File: src/rtl/msi_irq_pkg.sv
package msi_irq_pkg;
  localparam int DW = 32;
  localparam int AW = 4;
  localparam int LOW_BITS = 5;

  localparam logic [AW-1:0] A_LEVEL = 4'd0;
  localparam logic [AW-1:0] A_MASK  = 4'd1;
  localparam logic [AW-1:0] A_ROUTE = 4'd2;
  localparam logic [AW-1:0] A_STICK = 4'd3;
  localparam logic [AW-1:0] A_TGT0  = 4'd4;
  localparam logic [AW-1:0] A_TGT1  = 4'd5;
  localparam logic [AW-1:0] A_VIEW0 = 4'd6;
  localparam logic [AW-1:0] A_VIEW1 = 4'd7;

  localparam logic [DW-1:0] TGT_RESET = 32'hFFFB_0003;
endpackage

File: src/rtl/msi_src_track.sv
module msi_src_track #(
  parameter int N_SRC = 11
) (
  input  logic             clk,
  input  logic             rst_n,
  input  logic [N_SRC-1:0] irq_in,
  input  logic             stick_clr,
  output logic [N_SRC-1:0] level_o,
  output logic [N_SRC-1:0] stick_o,
  output logic [N_SRC-1:0] rise_o
);
  logic [N_SRC-1:0] level_q, level_n;
  logic [N_SRC-1:0] stick_q, stick_n;

  always_comb begin
    rise_o  = irq_in & ~level_q;
    level_n = irq_in;
    stick_n = (stick_clr ? '0 : stick_q) | rise_o;
  end

  always_ff @(posedge clk or negedge rst_n) begin
    if (!rst_n) begin
      level_q <= '0;
      stick_q <= '0;
    end else begin
      level_q <= level_n;
      stick_q <= stick_n;
    end
  end

  assign level_o = level_q;
  assign stick_o = stick_q;
endmodule

File: src/rtl/msi_regfile.sv
module msi_regfile
  import msi_irq_pkg::*;
#(
  parameter int N_SRC = 11
) (
  input  logic             clk,
  input  logic             rst_n,
  input  logic             wr_en,
  input  logic [AW-1:0]    addr,
  input  logic [DW-1:0]    wdata,
  output logic [N_SRC-1:0] mask_o,
  output logic [N_SRC-1:0] route_o,
  output logic [DW-1:0]    tgt0_o,
  output logic [DW-1:0]    tgt1_o
);
  logic [N_SRC-1:0] mask_q, mask_n, route_q, route_n;
  logic [DW-1:0]    tgt0_q, tgt0_n, tgt1_q, tgt1_n;

  always_comb begin
    mask_n  = mask_q;
    route_n = route_q;
    tgt0_n  = tgt0_q;
    tgt1_n  = tgt1_q;
    if (wr_en) begin
      case (addr)
        A_MASK:  mask_n  = wdata[N_SRC-1:0];
        A_ROUTE: route_n = wdata[N_SRC-1:0];
        A_TGT0:  tgt0_n  = wdata;
        A_TGT1:  tgt1_n  = wdata;
        default: ;
      endcase
    end
  end

  always_ff @(posedge clk or negedge rst_n) begin
    if (!rst_n) begin
      mask_q  <= '0;
      route_q <= '0;
      tgt0_q  <= TGT_RESET;
      tgt1_q  <= TGT_RESET;
    end else begin
      mask_q  <= mask_n;
      route_q <= route_n;
      tgt0_q  <= tgt0_n;
      tgt1_q  <= tgt1_n;
    end
  end

  assign mask_o  = mask_q;
  assign route_o = route_q;
  assign tgt0_o  = tgt0_q;
  assign tgt1_o  = tgt1_q;
endmodule

File: src/rtl/msi_msg_issue.sv
module msi_msg_issue
  import msi_irq_pkg::*;
#(
  parameter int N_SRC = 11
) (
  input  logic             clk,
  input  logic             rst_n,
  input  logic [N_SRC-1:0] new_req,
  input  logic [N_SRC-1:0] route,
  input  logic [DW-1:0]    tgt0,
  input  logic [DW-1:0]    tgt1,
  output logic             msg_valid,
  input  logic             msg_ready,
  output logic [DW-1:0]    msg_addr,
  output logic [DW-1:0]    msg_data
);
  localparam int IW = (N_SRC > 1) ? $clog2(N_SRC) : 1;
  localparam logic [DW-1:0] LOW_MASK = DW'((1 << LOW_BITS) - 1);

  logic [N_SRC-1:0] wait_q, wait_n;
  logic             vld_q, vld_n;
  logic [DW-1:0]    addr_q, addr_n, data_q, data_n;
  logic             found;
  logic [IW-1:0]    pick;
  logic             load;
  logic [DW-1:0]    sel;

  always_comb begin
    found = 1'b0;
    pick  = '0;
    for (int i = N_SRC - 1; i >= 0; i--) begin
      if (wait_q[i]) begin
        found = 1'b1;
        pick  = IW'(i);
      end
    end
  end

  always_comb begin
    load   = found && (!vld_q || msg_ready);
    sel    = route[pick] ? tgt1 : tgt0;
    wait_n = wait_q;
    if (load) wait_n[pick] = 1'b0;
    wait_n = wait_n | new_req;
    vld_n  = vld_q;
    addr_n = addr_q;
    data_n = data_q;
    if (load) begin
      vld_n  = 1'b1;
      addr_n = sel & ~LOW_MASK;
      data_n = sel & LOW_MASK;
    end else if (msg_ready) begin
      vld_n  = 1'b0;
    end
  end

  always_ff @(posedge clk or negedge rst_n) begin
    if (!rst_n) begin
      wait_q <= '0;
      vld_q  <= 1'b0;
      addr_q <= '0;
      data_q <= '0;
    end else begin
      wait_q <= wait_n;
      vld_q  <= vld_n;
      if (load) begin
        addr_q <= addr_n;
        data_q <= data_n;
      end
    end
  end

  assign msg_valid = vld_q;
  assign msg_addr  = addr_q;
  assign msg_data  = data_q;
endmodule

File: src/rtl/msi_irq_ctrl.sv
module msi_irq_ctrl
  import msi_irq_pkg::*;
#(
  parameter int N_SRC = 11
) (
  input  logic             clk,
  input  logic             rst_n,
  input  logic [N_SRC-1:0] irq_in,
  input  logic             reg_rd,
  input  logic             reg_wr,
  input  logic [AW-1:0]    reg_addr,
  input  logic [DW-1:0]    reg_wdata,
  output logic [DW-1:0]    reg_rdata,
  output logic             msg_valid,
  input  logic             msg_ready,
  output logic [DW-1:0]    msg_addr,
  output logic [DW-1:0]    msg_data
);
  logic [1:0]       rst_sync_q;
  logic             rst_n_s;
  logic [N_SRC-1:0] level_w, stick_w, rise_w, mask_w, route_w;
  logic [DW-1:0]    tgt0_w, tgt1_w;
  logic             stick_clr;

  always_ff @(posedge clk or negedge rst_n) begin
    if (!rst_n) rst_sync_q <= 2'b00;
    else        rst_sync_q <= {rst_sync_q[0], 1'b1};
  end
  assign rst_n_s = rst_sync_q[1];

  assign stick_clr = (reg_rd || reg_wr) && (reg_addr == A_STICK);

  msi_src_track #(.N_SRC(N_SRC)) u_track (
    .clk(clk), .rst_n(rst_n_s), .irq_in(irq_in), .stick_clr(stick_clr),
    .level_o(level_w), .stick_o(stick_w), .rise_o(rise_w)
  );

  msi_regfile #(.N_SRC(N_SRC)) u_regs (
    .clk(clk), .rst_n(rst_n_s), .wr_en(reg_wr), .addr(reg_addr),
    .wdata(reg_wdata), .mask_o(mask_w), .route_o(route_w),
    .tgt0_o(tgt0_w), .tgt1_o(tgt1_w)
  );

  msi_msg_issue #(.N_SRC(N_SRC)) u_issue (
    .clk(clk), .rst_n(rst_n_s), .new_req(rise_w & mask_w), .route(route_w),
    .tgt0(tgt0_w), .tgt1(tgt1_w), .msg_valid(msg_valid),
    .msg_ready(msg_ready), .msg_addr(msg_addr), .msg_data(msg_data)
  );

  always_comb begin
    case (reg_addr)
      A_LEVEL: reg_rdata = DW'(level_w);
      A_MASK:  reg_rdata = DW'(mask_w);
      A_ROUTE: reg_rdata = DW'(route_w);
      A_STICK: reg_rdata = DW'(stick_w);
      A_TGT0:  reg_rdata = tgt0_w;
      A_TGT1:  reg_rdata = tgt1_w;
      A_VIEW0: reg_rdata = DW'(level_w & mask_w & ~route_w);
      A_VIEW1: reg_rdata = DW'(level_w & mask_w & route_w);
      default: reg_rdata = '0;
    endcase
  end
endmodule

File: config.mk
export PLATFORM = sky130hd
export DESIGN_NAME = msi_irq_ctrl
export DESIGN_NICKNAME = d
export VERILOG_FILES = /design/src/rtl/msi_irq_pkg.sv /design/src/rtl/msi_src_track.sv /design/src/rtl/msi_regfile.sv /design/src/rtl/msi_msg_issue.sv /design/src/rtl/msi_irq_ctrl.sv
export SDC_FILE = /design/constraint.sdc
export NUM_CORES = 1
export LEC_CHECK = 0
export ABC_AREA = 1
export CAP_MARGIN = 0
export CORE_ASPECT_RATIO = 1.2
export CORE_UTILIZATION = 50
export DETAILED_ROUTE_END_ITERATION = 8
export GPL_TIMING_DRIVEN = 0
export PLACE_DENSITY = 0.77
export SLEW_MARGIN = 0
export SYNTH_ARGS = -nofsm -noshare
export SYNTH_HDL_FRONTEND = slang
export SYNTH_SLANG_ARGS = --single-unit
File: constraint.sdc
create_clock -name clk -period 5.7 [get_ports clk]
set_input_delay 1.14 -clock clk [delete_from_list [all_inputs] [get_ports clk]]
set_output_delay 1.14 -clock clk [all_outputs]
set_load 0.1 [all_outputs]
==> results of run 1 <==
==> state kept, by name, summed over array words and instances, names as in the netlist <==
name and cells:
u_issue.msg_data 5, u_issue.msg_valid 1, u_track.level_o 11, u_regs.mask_o 11
u_regs.tgt0_o 32, u_regs.tgt1_o 32, u_issue.msg_addr 27, u_issue.wait_q 11
u_regs.route_o 11, u_track.stick_o 11, rst_sync_q 2
==> worst min path at each step <==
stage,end,depth (start not counted),from
after floorplan,rst_sync_q[1],0,rst_sync_q[0]
after CTS,u_issue.msg_addr[25],0,rst_sync_q[1]
after detailed placement,u_issue.msg_addr[25],0,rst_sync_q[1]
after global routing,u_issue.msg_addr[25],0,rst_sync_q[1]
final,u_issue.msg_addr[25],0,rst_sync_q[1]
after global placement,rst_sync_q[1],0,rst_sync_q[0]
==> worst max-delay path: cells and delay by family <==
family	cells	cell delay (ns)
AO/OA/AOI/OAI	1	0.31
buffers and inverters	5	2.53
AND/OR/NAND/NOR	2	0.26
==> area by class of cell <==
class,count,area (um^2),share of cell area [%]
Buffer,73,510,4.89
Clock buffer,22,474,4.55
Clock inverter,10,189,1.81
Inverter,155,582,5.58
Multi-Input combinational cell,592,3300,31.6
Sequential cell,154,3900,37.4
Tap cell,208,260,2.50
Timing Repair Buffer,118,1220,11.7
==> cells by family (layout without fill, tap and decap cells) <==
| kind of cell | Yosys count | after routing | share of synthesized area [%] |
|---|---|---|---|
| buffers and inverters | 228 | 378 | 13.4 |
| other | 2 | 33 | 0.0919 |
| AND/OR/NAND/NOR | 358 | 358 | 24.6 |
| AO/OA/AOI/OAI | 201 | 201 | 14.2 |
| flip-flops | 154 | 154 | 47.7 |
==> cells in the final DEF, fill, tap and decap left out, types with 2 or more instances in the layout <==
| cell type | count |
|---|---|
| nand2_1 | 172 |
| inv_1 | 146 |
| o21ai_0 | 122 |
| dfrtp_1 | 119 |
| clkdlybuf4s50_1 | 115 |
| nand3_1 | 39 |
| nand2_2 | 36 |
| buf_4 | 36 |
| o22ai_1 | 35 |
| dfstp_2 | 34 |
| nand2_4 | 33 |
| nand3_2 | 33 |
| conb_1 | 33 |
| nor2_1 | 31 |
| clkbuf_1 | 28 |
| o31ai_1 | 18 |
| clkbuf_16 | 17 |
| a21oi_1 | 9 |
| o2111ai_1 | 8 |
| inv_2 | 7 |
| clkbuf_8 | 7 |
| nor2_2 | 5 |
| bufinv_16 | 5 |
| a221oi_1 | 3 |
| o211ai_1 | 3 |
| nand4_1 | 3 |
| buf_12 | 3 |
| buf_2 | 3 |
| clkinv_1 | 2 |
| nor3_1 | 2 |
| dlymetal6s2s_1 | 2 |
| clkinv_4 | 2 |
| buf_16 | 2 |
==> timing repair <==
item,4_1_cts,5_1_grt
setup endpoints to repair,0,1
resized for setup,0,1
hold buffers,0,0
hold endpoints to repair,0,0
==> routing by layer <==
layer	vias to the layer above	share of wire, %
met5	-	0
met3	50	5.0
li1	3307	-
met1	3208	41
met4	0	3.4
met2	217	51
==> power by group through the flow <==
stage	Combinational (mW)	Sequential [mW]	Clock [mW]
floorplan	1.69	2.35	0
global placement	2.93	1.63	0
detailed placement	2.99	1.62	0
CTS	3.00	1.61	1.28
global route	3.18	1.64	1.33
finish	3.00	1.61	1.27
==> through the flow <==
| stage | setup WS [ns] | TNS (ns) | instances | total power, mW | utilization [%] |
|---|---|---|---|---|---|
| floorplan | 1.15 | 0 | 974 | 4.04 | - |
| finish | 0.314 | 0 | 1332 | 5.87 | 66.2 |
| detailed placement | 0.0873 | 0 | 1300 | 4.61 | 61.9 |
| CTS | 0.0737 | 0 | 1332 | 5.89 | 66.1 |
| global route | 0.208 | 0 | 1332 | 6.15 | 66.2 |
| global placement | -0.504 | -58.37 | 1298 | 4.56 | 61.6 |
==> results.tsv, run 1 <==
metric	value	unit
Slew @ Worst Pin	1.04	ns
first-pass GRT wire length	33700	um
Fin. Hold Viols	0	
RR Startpoint	u_issue.wait_q[0]	
RSZ-0062 raised after global routing	no	
Comb pwr share	51.0	%
# DRC	0	
sequential share of power	27.4	%
pwr/cell area	563	nW/um^2
Synth Cell Area	8170	um^2
H-tree level count	4	
critical path's slowest cell	clkdlybuf4s50_1	
clk sinks	154	
Synth cell types	35	
flops & latches, synth	154	
Max Fanout on Critical Path	10	
Critical Path Sink	reg_rdata[31]	
crit end category	output pin	
top cells by count, synth	nand2_1 (172), inv_1 (146), o21ai_0 (122)	
WHS	0.291	ns
cells along the critical path	clkdlybuf4s50_1 > inv_1 > nor2_1 > nand2_1 > clkbuf_1 > clkbuf_1 > o22ai_1 > clkdlybuf4s50_1	
hpwl dp	15800	um
Design Area, Final	10400	um^2
Final Skew	0.00914	ns
vias per inst	5.09	
Setup crit start kind	input port	
reg2reg end	u_issue.msg_addr[9]	
Synth top area share	36.8	%
met1 usage	31.4	%
Placed Area	9760	um^2
arrival time worst endpoint	4.25	ns
Setup crit start	reg_addr[0]	
Synth Instances	943	
remaining antenna violation count	0	
register area share after synthesis	47.7	%
Die X	119	um
via count	6782	
core area	15800	um^2
Post-synth EDFFs	0	
Reg clk slew, reported paths	0.06	ns
Tmin final	5.39	ns
grt met3 use	4.73	%
CTS tree	done	
Max stage delay on crit path	1.19	ns
Most used DFF post-synth	dfrtp_1	
n_diodes	0	
Switch Pwr	2.76	mW
GR Util met2	45.4	%
Worst Hold Class	reg2async	
period utilization	94.5	%
Vert. Die Dim	142	um
worst-skew pair later-pin latency	0.44	ns
Slew Viols, Final	0	
GR Overflow Total	0	
Leakage	4.99	nW
layout cells sized above 1	20.7	%
CTS root buf	clkbuf_16	
r2r worst-path depth	8	
Sw Share	46.9	%
TritonCTS buffer count	17	
clock share of power	21.6	%
filler cell count	1345	
setup repair bufs after CTS	0	
num rows	50	
asr flop ratio synth	100	%
die footprint	16900	um^2
Final setup viols	0	
busiest grt layer	met2	
internal power	3.12	mW
initial antenna violation count	0	
R2R Setup Slk	3.45	ns
routed len/inst	16.0	um
synthesis-to-layout area growth	27.7	%
Critical Path RT	4.56	ns
Max Freq	186	MHz
Placer Congestion	0.918	
GRT Total Usage	26.2	%
Initial DRT Pass Iterations	5	
CTS Buffer Depth	2	
Max Cap Viol	0	
VDD IR-drop max	0.509	mV
syn avg cell area	8.66	um^2
port bufs	116	
Warnings, synthesis	0	
dominant cells by area after synthesis	dfrtp_1 (37%), dfstp_2 (11%), nand2_1 (7.9%), o21ai_0 (7.5%), inv_1 (6.7%)	
cell taking the most area after synthesis	dfrtp_1	
most numerous cell in the Yosys netlist	nand2_1	
Ports	149	
Layout Nets	1163	
largest net degree at the start of global routing	70	
Initial Util	51.8	%
slew margin rel.	30.7	%
DR iter-0 viols	447	
Routed WL	21400	um
vias in the first global route	6597	
Setup CP Type	in2out	
status	finished clean	
Power figures use the tool's default switching activity.
==> run 2: changes to the inputs <==
DONT_BUFFER_PORTS = 1   (was default)
PLACE_DENSITY = default   (was 0.77)
==> results.tsv, run 2 (same netlist as run 1, synthesis figures left out) <==
metric	value	unit
Reg clk slew, reported paths	0.06	ns
first-pass GRT wire length	35800	um
internal power	2.80	mW
Design Area, Final	9480	um^2
initial antenna violation count	0	
layout cells sized above 1	26.4	%
pre-CTS setup slack	1.22	ns
Critical Path RT	4.56	ns
commonest non-fill, non-tap cell in the layout	nand2_1	
Vert. Die Dim	142	um
status	finished clean	
CTS Buffer Depth	2	
R2R Setup Slk	3.01	ns
Placer Congestion	0.881	
CTS tree	done	
VDD IR-drop max	0.337	mV
remaining antenna violation count	0	
clock share of power	20.9	%
Ports	149	
Setup crit start kind	input port	
# DRC	0	
hold-fix buffer count after cts	0	
GR Overflow Total	0	
n_diodes	0	
Layout Nets	1050	
Max Fanout on Critical Path	10	
Final setup viols	0	
hpwl dp	16400	um
crit end category	output pin	
Fin Setup TNS	0	ns
sequential share of power	42.5	%
Sw Share	50.3	%
routed len/inst	18.3	um
period utilization	78.2	%
RR Startpoint	u_issue.msg_valid	
Tmin final	4.46	ns
overall power	5.63	mW
num rows	50	
r2r worst-path depth	7	
core area	15800	um^2
pwr/cell area	594	nW/um^2
worst setup margin	1.24	ns
Max Freq	224	MHz
Routed WL	22400	um
Max Cap Viol	0	
Switch Pwr	2.83	mW
CTS root buf	clkbuf_16	
Final Skew	0.00771	ns
setup repair bufs after CTS	0	
Slew Viols, Final	0	
fin util	60.1	%
clk sinks	154	
slew margin rel.	17.6	%
worst-skew pair later-pin latency	0.43	ns
vias in the first global route	6545	
Initial DRT Pass Iterations	5	
synthesis-to-layout area growth	16.1	%
Die X	119	um
Placed Area	8870	um^2
Worst Hold Class	reg2async	
TritonCTS buffer count	17	
RSZ-0062 raised after global routing	no	
Comb pwr share	36.6	%
via count	6400	
Fin. Hold Viols	0	
filler cell count	1492	
die footprint	16900	um^2
reg2reg end	u_issue.msg_addr[11]	
port bufs	0	
H-tree level count	4	
largest net degree at the start of global routing	59	
Setup CP Type	in2out	
vias per inst	5.25	
most frequent cells in the layout	nand2_1 (172), inv_1 (146), o21ai_0 (122), dfrtp_1 (119), nand3_1 (39)	
post-CTS sizing	0	
Slew @ Worst Pin	1.24	ns
arrival time worst endpoint	3.32	ns
Initial Util	51.8	%
Leakage	4.61	nW
GRT Total Usage	28.1	%
DR iter-0 viols	459	
-- run 2: changes by cell type in the layout (fill, tap and decap cells not counted), sizes merged --
| cell | previous run | this run |
|---|---|---|
| buf | 44 | 47 |
| bufinv | 5 | 3 |
| clkdlybuf4s50 | 115 | 0 |
| dlymetal6s2s | 2 | 1 |
| clkbuf | 52 | 48 |
| clkinv | 5 | 10 |
| clkinvlp | 1 | 2 |
-- run 2: metal layers --
metal	vias to the layer above	part of all wire, %	global-route usage (%)
met3	33	5.6	6.33
met1	3111	40	33.6
met5	-	0	0
li1	3077	-	-
met2	179	52	49.7
met4	0	2.3	10.2
-- run 2: power groups by stage --
stage          clock network, mW  registers [mW]  logic [mW]
3_5_place_dp                   0            2.41        2.07
3_3_place_gp                   0            2.42        1.97
4_1_cts                     1.19            2.39        2.07
2_1_floorplan                  0            2.35        1.69
6_report                    1.18            2.39        2.06
5_1_grt                     1.23            2.43        2.26
-- run 2: cell type report --
type	count	area, um^2	area share [%]
flip-flops and latches	154	3900	41.1
multi-input cells	592	3480	36.7
inverters	155	582	6.14
plain buffers	73	510	5.39
clock buffers	18	439	4.63
well taps	208	260	2.75
clock inverters	14	173	1.82
repair buffers	5	138	1.45
-- run 2: stage by stage --
step	hold WS [ns]	instances
global placement	0.337	1182
finish	0.343	1219
detailed placement	0.341	1187
CTS	0.353	1219
floorplan	0.331	974
global route	0.362	1219
-- run 2: worst max path at each step --
stage | cells after the start | start | slack (ns) | end
after global placement | 0 | rst_sync_q[1] | -0.76 | u_issue.msg_addr[15]
final | 5 | reg_addr[2] | 1.24 | reg_rdata[4]
after CTS | 5 | reg_addr[2] | 1.22 | reg_rdata[3]
after global routing | 5 | reg_addr[2] | 1.14 | reg_rdata[8]
after floorplan | 0 | rst_sync_q[1] | 1.15 | u_issue.msg_addr[10]
after detailed placement | 5 | reg_addr[2] | 1.22 | reg_rdata[3]
-- run 2: critical path, cell delays in order --
cell	delay, ns
nor2_1	0.18
nand2_1	0.10
nor2_1	0.26
clkinv_1	0.51
o2111ai_2	1.12
